## config.mk

```make
export PLATFORM = sky130hd
export DESIGN_NAME = lcd_frame_ctrl
export DESIGN_NICKNAME = d
export VERILOG_FILES = /design/src/rtl/lcd_ft_pkg.sv /design/src/rtl/lcd_ft_timing.sv /design/src/rtl/lcd_ft_window.sv /design/src/rtl/lcd_ft_guard.sv /design/src/rtl/lcd_frame_ctrl.sv
export SDC_FILE = /design/constraint.sdc
export NUM_CORES = 1
export LEC_CHECK = 0
export CORE_ASPECT_RATIO = 1.75
export CORE_MARGIN = 4
export CORE_UTILIZATION = 50
export CTS_CLUSTER_DIAMETER = 50
export CTS_CLUSTER_SIZE = 8
export DETAILED_ROUTE_END_ITERATION = 6
export PLACE_DENSITY = 0.73
export SLEW_MARGIN = 20
export SYNTH_ARGS = -nofsm -noshare
export SYNTH_HDL_FRONTEND = slang
export SYNTH_SLANG_ARGS = --single-unit
```

## constraint.sdc

```tcl
create_clock -name clk -period 6.5 [get_ports clk]
set_input_delay 0.975 -clock clk [delete_from_list [all_inputs] [get_ports clk]]
set_output_delay 0.975 -clock clk [all_outputs]
set_load 0.1 [all_outputs]
```

## src/rtl/lcd_ft_pkg.sv

```systemverilog
package lcd_ft_pkg;
  localparam int unsigned COM_W = 2;
  typedef logic [COM_W-1:0] com_t;

  function automatic logic is_muxed_b(input logic type_b, input com_t mux);
    return type_b && (mux != '0);
  endfunction
endpackage

```

## src/rtl/lcd_ft_timing.sv

```systemverilog
module lcd_ft_timing
  import lcd_ft_pkg::*;
#(
  parameter int unsigned LEN_W = 8,
  localparam int unsigned POS_W = LEN_W + COM_W
) (
  input  logic             clk,
  input  logic             rst_n,
  input  com_t             mux_sel_i,
  input  logic             type_b_i,
  input  logic [LEN_W-1:0] slot_len_i,
  output com_t             com_o,
  output logic [POS_W-1:0] pos_o,
  output logic [POS_W-1:0] frame_len_o,
  output com_t             mux_q_o,
  output logic             type_b_q_o,
  output logic             odd_o
);
  localparam logic [LEN_W-1:0] MIN_SLOT = LEN_W'(2);

  logic [LEN_W-1:0] slot_eff, slot_q, slot_cnt;
  com_t             mux_q, com_q;
  logic             type_b_q, odd_q;
  logic [POS_W-1:0] pos_q;
  logic             slot_end, frame_end;

  assign slot_eff  = (slot_len_i < MIN_SLOT) ? MIN_SLOT : slot_len_i;
  assign slot_end  = (slot_cnt == slot_q - LEN_W'(1));
  assign frame_end = slot_end && (com_q == mux_q);

  always_ff @(posedge clk) begin
    if (!rst_n) begin
      mux_q    <= mux_sel_i;
      type_b_q <= type_b_i;
      slot_q   <= slot_eff;
      slot_cnt <= '0;
      com_q    <= '0;
      pos_q    <= '0;
      odd_q    <= 1'b0;
    end else if (frame_end) begin
      mux_q    <= mux_sel_i;
      type_b_q <= type_b_i;
      slot_q   <= slot_eff;
      slot_cnt <= '0;
      com_q    <= '0;
      pos_q    <= '0;
      odd_q    <= ~odd_q;
    end else if (slot_end) begin
      slot_cnt <= '0;
      com_q    <= com_q + com_t'(1);
      pos_q    <= pos_q + POS_W'(1);
    end else begin
      slot_cnt <= slot_cnt + LEN_W'(1);
      pos_q    <= pos_q + POS_W'(1);
    end
  end

  assign frame_len_o = POS_W'({1'b0, mux_q} + 3'd1) * POS_W'(slot_q);
  assign com_o       = com_q;
  assign pos_o       = pos_q;
  assign mux_q_o     = mux_q;
  assign type_b_q_o  = type_b_q;
  assign odd_o       = odd_q;
endmodule

```

## src/rtl/lcd_ft_window.sv

```systemverilog
module lcd_ft_window
  import lcd_ft_pkg::*;
#(
  parameter int unsigned POS_W = 10
) (
  input  logic             clk,
  input  logic             rst_n,
  input  logic [POS_W-1:0] pos_i,
  input  logic [POS_W-1:0] frame_len_i,
  input  com_t             mux_q_i,
  input  logic             type_b_q_i,
  input  logic             odd_i,
  input  logic             irq_clr_i,
  output logic             wr_en_o,
  output logic             irq_o
);
  logic [POS_W-1:0] open_pos;
  logic             gated, irq_q, irq_set;

  assign open_pos = frame_len_i >> 1;
  assign gated    = is_muxed_b(type_b_q_i, mux_q_i);
  assign wr_en_o  = gated ? (odd_i && (pos_i >= open_pos)) : 1'b1;
  assign irq_set  = gated && odd_i && (pos_i == open_pos);

  always_ff @(posedge clk) begin
    if (!rst_n)         irq_q <= 1'b0;
    else if (irq_clr_i) irq_q <= 1'b0;
    else if (irq_set)   irq_q <= 1'b1;
  end

  assign irq_o = irq_q;
endmodule

```

## src/rtl/lcd_ft_guard.sv

```systemverilog
module lcd_ft_guard (
  input  logic clk,
  input  logic rst_n,
  input  logic wr_i,
  input  logic wr_en_i,
  input  logic err_clr_i,
  output logic wr_err_o
);
  logic err_q;

  always_ff @(posedge clk) begin
    if (!rst_n)                err_q <= 1'b0;
    else if (err_clr_i)        err_q <= 1'b0;
    else if (wr_i && !wr_en_i) err_q <= 1'b1;
  end

  assign wr_err_o = err_q;
endmodule

```

## src/rtl/lcd_frame_ctrl.sv

```systemverilog
module lcd_frame_ctrl
  import lcd_ft_pkg::*;
#(
  parameter int unsigned LEN_W = 8
) (
  input  logic             clk,
  input  logic             rst_n,
  input  logic [1:0]       mux_sel_i,
  input  logic             type_b_i,
  input  logic [LEN_W-1:0] slot_len_i,
  input  logic             wr_i,
  input  logic             irq_clr_i,
  input  logic             err_clr_i,
  output logic [1:0]       com_o,
  output logic             irq_o,
  output logic             wr_en_o,
  output logic             wr_err_o
);
  localparam int unsigned POS_W = LEN_W + COM_W;

  logic [POS_W-1:0] pos, frame_len;
  com_t             mux_q;
  logic             type_b_q, odd;

  lcd_ft_timing #(.LEN_W(LEN_W)) u_timing (
    .clk(clk), .rst_n(rst_n), .mux_sel_i(mux_sel_i), .type_b_i(type_b_i),
    .slot_len_i(slot_len_i), .com_o(com_o), .pos_o(pos),
    .frame_len_o(frame_len), .mux_q_o(mux_q), .type_b_q_o(type_b_q),
    .odd_o(odd)
  );

  lcd_ft_window #(.POS_W(POS_W)) u_window (
    .clk(clk), .rst_n(rst_n), .pos_i(pos), .frame_len_i(frame_len),
    .mux_q_i(mux_q), .type_b_q_i(type_b_q), .odd_i(odd),
    .irq_clr_i(irq_clr_i), .wr_en_o(wr_en_o), .irq_o(irq_o)
  );

  lcd_ft_guard u_guard (
    .clk(clk), .rst_n(rst_n), .wr_i(wr_i), .wr_en_i(wr_en_o),
    .err_clr_i(err_clr_i), .wr_err_o(wr_err_o)
  );
endmodule

```

-- Word-level counts from Yosys, hierarchy flattened
Cells that the tools add are included.
- add/sub/neg operators: 5
- multipliers: 1
- $lt $le $gt $ge: 2
- eq/ne operators: 4
- muxes and demuxes: 8
- bitwise gates (word level): 2
- reduce and logical (&&, ||, !) cells: 12
- operators by type and width (operator ; number):
    8-bit 2-to-1 mux ; 3
    10-bit by 1-bit adder with 10-bit output (second input constant) ; 1
    10-bit by 9-bit == test with 1-bit output ; 1
    10-bit by 9-bit greater-or-equal comparator with 1-bit output ; 1
    10-bit by 8-bit multiplier with 10-bit output ; 1
    8-bit by 1-bit adder with 8-bit output (second input constant) ; 1
    8-bit == test ; 1
    8-bit by 2-bit less-than comparator with 1-bit output (second input constant) ; 1
    8-bit by 1-bit subtractor with 8-bit output (second input constant) ; 1
    1-bit logical AND ; 6
    2-bit OR reduction ; 3
    2-bit 2-to-1 mux ; 2
    2-bit by 1-bit adder with 3-bit output (second input constant) ; 1
    1-bit 2-to-1 mux ; 3
    3-bit OR reduction ; 1
    2-bit by 1-bit adder with 2-bit output (second input constant) ; 1
    2-bit == test ; 1
    2-bit by 1-bit inequality test with 1-bit output (second input constant) ; 1
    1-bit NOT ; 2
    2-bit nonzero test ; 1
    1-bit logical NOT ; 1
- register bits after elaboration: 34
- bits of input ports: 16
- output and inout bits: 5
- word-level logic and storage cells: 43

-- Longest topological paths before layout
Gate-level depths: netlist of run 1.
- depth in word-level cells: 7
- gate-level depth with buffers: 18
- gate-level depth less buffers: 18

-- By module
Synthesis of run 1 repeated with hierarchy kept, for this count alone.
- cell total of the unflattened synthesis: 269
- area, all modules: 2424.8 um^2
- by module, submodules not included (module ; instances ; cells an instance ; area an instance (um^2) ; seq. area each (um^2)):
    lcd_ft_timing ; 1 ; 229 ; 2104.5 ; 750.7
    lcd_ft_window ; 1 ; 36 ; 280.3 ; 20.0
    lcd_ft_guard ; 1 ; 4 ; 40.0 ; 20.0

-- Worst setup path before layout of run 1
Ideal clock, no wire load.
- kind: register -> output
- from: reg u_timing.mux_q[0], in the netlist u_timing.mux_q_o[0]
- to: out wr_en_o
- data arrival time: 4.286 ns
- data required time: 5.525 ns
- slack: 1.239 ns
- stages on the path, launching flop included: 16
- path buffers: 0
- cells stage by stage: edfxtp_1 inv_1 ha_1 and2_1 fa_1 ha_1 fa_1 a21o_1 a21oi_1 o21bai_1 a21oi_1 xor2_1 ha_1 a21o_1 a211o_1 a221o_1
- longest elaborated chain between the ends: 5
- elaborated cells on any way between the ends: 7
- those cells by class: 1 x add/sub; 1 x mul; 1 x order compare; 1 x mux; 3 x reduce/logical
- RTL lines (item ; RTL line ; source):
    start, declared ; lcd_ft_timing.sv:22 ; com_t mux_q, com_q;
    start signal, assigned ; lcd_ft_timing.sv:33 ; mux_q <= mux_sel_i;
    start signal, assigned ; lcd_ft_timing.sv:41 ; mux_q <= mux_sel_i;
    2-bit by 1-bit adder with 3-bit output ; lcd_ft_timing.sv:58 ; assign frame_len_o = POS_W'({1'b0, mux_q} + 3'd1) * POS_W'(slot_q);
    10-bit by 8-bit multiplier with 10-bit output ; lcd_ft_timing.sv:58 ;
    10-bit by 9-bit greater-or-equal comparator with 1-bit output ; lcd_ft_window.sv:22 ; assign wr_en_o = gated ? (odd_i && (pos_i >= open_pos)) : 1'b1;
    1-bit logical AND ; lcd_ft_window.sv:22 ;
    1-bit 2-to-1 mux * ; lcd_ft_window.sv:22 ;
    end, declared ; lcd_frame_ctrl.sv:16 ; output logic wr_en_o,
Mark *: on every way between the ends. The rest lies on a longest branch, timed or not.

-- Final worst setup path of run 1
Same ends and word-level chain as after synthesis.

==> results.py, run 1 <==
metrics = {
    "timing": {
        "hold_viol_final": 0,
        "tightestPinTransition_ns": 0.977,
        "period_minus_slack_ns": 5.68,
        "slew_viol_final": 0,
        "finClkSkew_ns": 0.00186,
        "setup_viol_count_final": 0,
        "period_share": 0.874,
        "rsz0062_at_grt": "no",
        "fmax_ghz": 0.176,
        "hold-worst-slack_ns": 0.468,
        "maxSlewHeadroom": 0.347,
        "layout_setup_ws_ns": 0.818,
        "fin_tns_setup_ns": 0,
    },
    "place": {
        "hpwl_um": 3830,
        "io_buffers": 20,
        "pre_cts_ws_ns": 1.12,
        "place_congestion": 0.795,
        "placed_area_sq_um": 2590,
    },
    "grt": {
        "grt_overflow_total": 0,
        "grt_pass1_vias": 1866,
        "antenna_found_initial": 0,
        "grt_start_max_net_pins": 14,
        "grt_first_pass_wirelength_um": 8310,
        "grt_usage": 0.182,
    },
    "finish": {
        "antenna_cells": 0,
        "finish.net_count": 325,
        "final_layout_size_suffix_gt1_frac": 0.0357,
        "syn_to_final_growth_pct": 12.7,
        "design_area_sq_um": 2690,
    },
    "synth": {
        "syn_area_sq_um": 2380,
        "synth_top_cell_by_area": "dfxtp_1",
        "synthAdderAreaFrac": 0.180,
        "yosysMostFrequentCell": "nor2_1",
        "synthXorXnorAreaFrac": 0.118,
        "yosysWarningCount": 0,
        "synth.area.top_cells": "dfxtp_1 (19%), edfxtp_1 (14%), ha_1 (12%), xnor2_1 (6.3%), fa_1 (5.9%)",
        "synth.area.mux_share": 0.00420,
        "synth_top_family_by_area": "simple AND/OR/NAND/NOR gates",
        "yosys.area_share.simple": 0.205,
        "synth_nets": 309,
        "synth_commonest_cells": "nor2_1 (27), nand2_1 (25), dfxtp_1 (23), ha_1 (23), inv_1 (22)",
        "syn_inst": 263,
        "yosysSeqAreaShare": 0.332,
        "synth_top_cell_area_share": 0.193,
        "synth_compound_area_frac": 0.102,
        "yosysUniqueCellTypes": 44,
        "async_flop_share": 0,
        "synth-main-ff-cell": "dfxtp_1",
        "avgSynthCellArea_sq_um": 9.06,
        "synth_edf_count": 11,
        "ys_ff_latch": 34,
    },
    "floorplan": {
        "initial_utilization": 0.511,
        "io_pins": 21,
        "rows": 33,
        "die_h_um": 99.3,
        "dieWidth_um": 60.2,
        "die_area_sq_um": 5980,
        "fp.coreArea_sq_um": 4670,
    },
    "drt": {
        "drtIter0Drc": 42,
        "wl_per_cell_um": 14.2,
        "drt-vias-per-instance": 5.52,
        "routed_wl_um": 4730,
        "antenna_left": 0,
        "dr.pass1.iters": 4,
        "drc": 0,
        "vias": 1834,
    },
    "clocking": {
        "cts_hold_buf": 0,
        "clock_sinks": 34,
        "htreeDepth": 2,
        "cts_resized": 0,
        "clockRootBuffer": "clkbuf_8",
        "cts_buffers": 5,
        "cts_tree": "built",
        "clock_path_buffers": 2,
        "clock_latency_ns": 0.28,
        "clk_pin_slew_worst_paths_ns": 0.06,
        "cts_setup_buffers": 0,
    },
    "power": {
        "ir_worst_vdd_v": 0.000157,
        "p_leak_nw": 1.19,
        "powerDensity_nw_per_um2": 190,
    },
    "setup_path": {
        "endpoint_kind": "output pin",
        "crit_fanout": 8,
        "start_kind": "flip-flop",
        "crit_arrival_ns": 4.71,
        "critPathKind": "flip-flop to output pin",
        "r2r-start": "u_timing.mux_q_o[0]",
        "startpoint": "u_timing.mux_q_o[0]",
        "required_ns": 5.52,
    },
    "hold_path": {
        "hp-class": "flip-flop to flip-flop",
        "min-delay-start": "u_timing.pos_o[0]",
    },
    "status": {
        "status": "finished clean",
    },
    "job": {
        "drv_cap": 0,
    },
}
==> layout by cell type, fill, tap and decap left out, types with 2 or more instances in the layout <==
| cell type | netlist | routed |
|---|---|---|
| fa_1 | 7 | 7 |
| a21o_1 | 4 | 4 |
| inv_1 | 22 | 22 |
| nand3b_1 | 2 | 2 |
| o21a_1 | 3 | 3 |
| xnor2_1 | 17 | 17 |
| nand3_1 | 9 | 9 |
| a21oi_1 | 9 | 9 |
| nand4_1 | 2 | 2 |
| nor3_1 | 5 | 5 |
| o31ai_1 | 2 | 2 |
| clkbuf_8 | 0 | 6 |
| clkdlybuf4s50_1 | 0 | 19 |
| xor2_1 | 15 | 15 |
| dfxtp_1 | 23 | 23 |
| nor2_1 | 27 | 27 |
| a21boi_0 | 2 | 2 |
| ha_1 | 23 | 23 |
| buf_4 | 1 | 2 |
| a211o_1 | 2 | 2 |
| o21bai_1 | 4 | 4 |
| nor2b_1 | 3 | 3 |
| edfxtp_1 | 11 | 11 |
| and2_1 | 5 | 5 |
| nand2b_1 | 6 | 6 |
| o21ai_0 | 2 | 2 |
| and3_1 | 6 | 6 |
| nand2_1 | 25 | 25 |
==> registers in the layout, summed over array words and instances (netlist names) <==
| name | count |
|---|---|
| u_guard.wr_err_o | 1 |
| u_timing.slot_cnt | 8 |
| u_timing.slot_q | 8 |
| u_timing.type_b_q_o | 1 |
| u_timing.mux_q_o | 2 |
| u_window.irq_o | 1 |
| u_timing.pos_o | 10 |
| u_timing.odd_o | 1 |
| u_timing.com_o | 2 |
==> power breakdown <==
part	internal [W]	switching, W
combinational	0.0000527	0.0000599
sequential	0.000227	0.0000117
clock	0.0000853	0.0000736
==> per-stage QoR <==
step	cells	utilization	total power, W
floorplan	263	-	0.000326
global placement	324	0.556	0.000354
detailed placement	324	0.556	0.000358
CTS	332	0.575	0.000517
global route	332	0.575	0.000544
finish	332	0.575	0.000511
==> path summary, 6_finish.rpt <==
check | endpoint | slack [ns] | cells after the start
worst max-delay path | wr_en_o | 0.82 | 16
worst min-delay path | u_timing.pos_o[0] | 0.47 | 1
worst max register to register | u_guard.wr_err_o | 1.97 | 17
worst min register to register | u_timing.pos_o[0] | 0.47 | 1
==> cell type report <==
type,instances,area (sq um)
clock buffers,7,86.3
clock inverters,1,5.00
fillers,427,1980
inverters,22,82.6
multi-input cells,195,1450
flip-flops and latches,34,791
well taps,52,65.1
repair buffers,21,205
==> per-layer routing <==
metal / part of all wire / vias to the layer above / global-route usage
met4: 0.023 / 0 / 0.0785
li1: - / 913 / -
met5: 0 / - / 0
met2: 0.57 / 34 / 0.329
met3: 0.028 / 12 / 0.0299
met1: 0.38 / 875 / 0.198
==> kinds of logic (layout without fill, tap and decap cells) <==
group | Yosys count | in the layout
xor+xnor | 32 | 32
simple gates | 97 | 97
flops | 34 | 34
buf+inv | 34 | 51
fa+ha+maj | 30 | 30
mux | 1 | 1
compound gates | 35 | 35
==> worst max-delay path, stage by stage, from the launching register on <==
cell and delay, ns:
edfxtp_1 0.47, inv_1 0.21, ha_1 0.34, and2_1 0.21, fa_1 0.45, ha_1 0.24
fa_1 0.40, a21o_1 0.19, a21oi_1 0.22, o21bai_1 0.09, a21oi_1 0.17, xor2_1 0.16
ha_1 0.26, a21o_1 0.18, a211o_1 0.28, a221o_1 0.31, buf_4 0.24
(Power assumes the default switching activity.)
==> run 2, diff against run 1 <==
Settings changed: CORE_UTILIZATION 50 to 40, PLACE_DENSITY 0.73 to 0.61.
Clock period 6.5 ns to 7 ns, I/O delays scaled along.
==> results.py, run 2 (same netlist as run 1, synthesis figures left out) <==
metrics = {
    "place": {
        "placed_area_sq_um": 2630,
        "place_congestion": 0.838,
        "io_buffers": 20,
        "hpwl_um": 3630,
    },
    "clocking": {
        "cts_tree": "built",
        "cts_hold_buf": 0,
        "cts_setup_buffers": 0,
        "cts_buffers": 5,
        "clock_latency_ns": 0.29,
        "clock_path_buffers": 2,
        "cts_resized": 0,
        "clockRootBuffer": "clkbuf_8",
        "htreeDepth": 2,
        "clk_pin_slew_worst_paths_ns": 0.08,
        "clock_sinks": 34,
    },
    "timing": {
        "period_share": 0.830,
        "maxSlewHeadroom": 0.349,
        "tightestPinTransition_ns": 0.974,
        "slew_viol_final": 0,
        "period_minus_slack_ns": 5.81,
        "setup_viol_count_final": 0,
        "hold_viol_final": 0,
        "fmax_ghz": 0.172,
        "fin_tns_setup_ns": 0,
        "rsz0062_at_grt": "no",
        "finClkSkew_ns": 0.00822,
    },
    "floorplan": {
        "die_h_um": 110,
        "io_pins": 21,
        "die_area_sq_um": 7300,
        "fp.coreArea_sq_um": 5830,
        "rows": 37,
        "dieWidth_um": 66.3,
        "initial_utilization": 0.408,
    },
    "setup_path": {
        "slowest_delay_ns": 0.47,
        "critPathKind": "flip-flop to output pin",
        "rrSetupSlack_ns": 2.46,
        "path_cells": "inv_1 > ha_1 > and2_1 > fa_1 > ha_1 > fa_1 > a21o_1 > a21oi_1 > o21bai_1 > a21oi_1 > xor2_1 > ha_1 > a21o_1 > a211o_1 > a221o_1 > buf_4",
        "crit_slowest_cell": "edfxtp_1",
        "crit_fanout": 8,
        "crit_arrival_ns": 4.76,
        "start_kind": "flip-flop",
        "required_ns": 5.95,
        "endpoint_kind": "output pin",
        "crit_top_cell": "ha_1",
    },
    "drt": {
        "routed_wl_um": 4530,
        "drt-vias-per-instance": 4.97,
        "wl_per_cell_um": 12.7,
        "dr.pass1.iters": 4,
        "drtIter0Drc": 51,
        "antenna_left": 0,
        "vias": 1780,
        "drc": 0,
    },
    "finish": {
        "ff_latch_area_sq_um": 791,
        "fillers": 578,
        "syn_to_final_growth_pct": 14.0,
        "final_common_cell": "nor2_1",
        "largest_reg_flops": 10,
        "finish.utilization": 0.466,
        "design_area_sq_um": 2720,
        "most-common-layout-cells": "nor2_1 (27), nand2_1 (25), ha_1 (23), dfxtp_1 (23), inv_1 (22)",
        "multi_input_area_sq_um": 1450,
        "antenna_cells": 0,
        "finish.net_count": 325,
        "final_layout_size_suffix_gt1_frac": 0.0393,
    },
    "hold_path": {
        "hp-class": "flip-flop to flip-flop",
    },
    "grt": {
        "grt_start_max_net_pins": 22,
        "grt_first_pass_wirelength_um": 7710,
        "antenna_found_initial": 0,
        "grt_pass1_vias": 1827,
        "met3_usage": 0.0254,
        "met1_usage": 0.140,
        "grt_overflow_total": 0,
        "gr-max-usage-layer": "met2",
        "use_met2": 0.254,
        "grt_usage": 0.138,
    },
    "power": {
        "ir_worst_vdd_v": 0.0000966,
        "p_leak_nw": 1.18,
        "powerDensity_nw_per_um2": 174,
    },
    "job": {
        "drv_cap": 0,
    },
    "status": {
        "status": "finished clean",
    },
}
run 2: changes by cell type in the layout (fill, tap and decap cells not counted):
cell / delta
clkbuf_8: -1
clkinv_4: +1
clkbuf_1: -1
clkinvlp_4: +1
run 2: area by class of cell:
| type | count | share of cell area |
|---|---|---|
| Inverter | 22 | 0.0304 |
| Multi-Input combinational cell | 195 | 0.534 |
| Clock inverter | 3 | 0.00783 |
| Timing Repair Buffer | 21 | 0.0755 |
| Tap cell | 78 | 0.0359 |
| Clock buffer | 5 | 0.0253 |
| Sequential cell | 34 | 0.291 |
run 2: worst max-delay path: cells and delay by family, from the launching register on:
kind | cells | cell delay [ns]
xor gates and xnor gates | 1 | 0.17
DFF | 1 | 0.47
AOI/OAI and AO/OA | 7 | 1.44
buffers and inverters | 2 | 0.46
adders and majority gates | 5 | 1.71
and+or+nand+nor | 1 | 0.21
run 2: power by group:
part	internal, W	switching (W)
clock network	0.0000698	0.0000775
logic	0.0000493	0.0000552
registers	0.000211	0.0000103
total	0.000330	0.000143
run 2: final timing paths:
path,start,to,cells after the start
worst min-delay path,u_timing.pos_o[0],u_timing.pos_o[0],1
worst max-delay path,u_timing.mux_q_o[0],wr_en_o,16
worst max register to register,u_timing.mux_q_o[0],u_guard.wr_err_o,17
worst min register to register,u_timing.pos_o[0],u_timing.pos_o[0],1
run 2: per-layer routing:
metal	wire length (um)	vias up	part of all wire
met1	1790	821	0.39
met3	118	17	0.026
met2	2450	33	0.54
li1	-	909	-
met4	172	0	0.038
met5	0	-	0
run 2: through the flow:
stage	total power [W]	hold slack, ns	instances	setup WS (ns)
2_1_floorplan	0.000303	0.426	263	1.66
3_3_place_gp	0.000331	0.438	350	1.65
3_5_place_dp	0.000332	0.449	350	1.50
4_1_cts	0.000482	0.467	358	1.16
5_1_grt	0.000504	0.489	358	0.895
6_report	0.000473	0.464	358	1.19
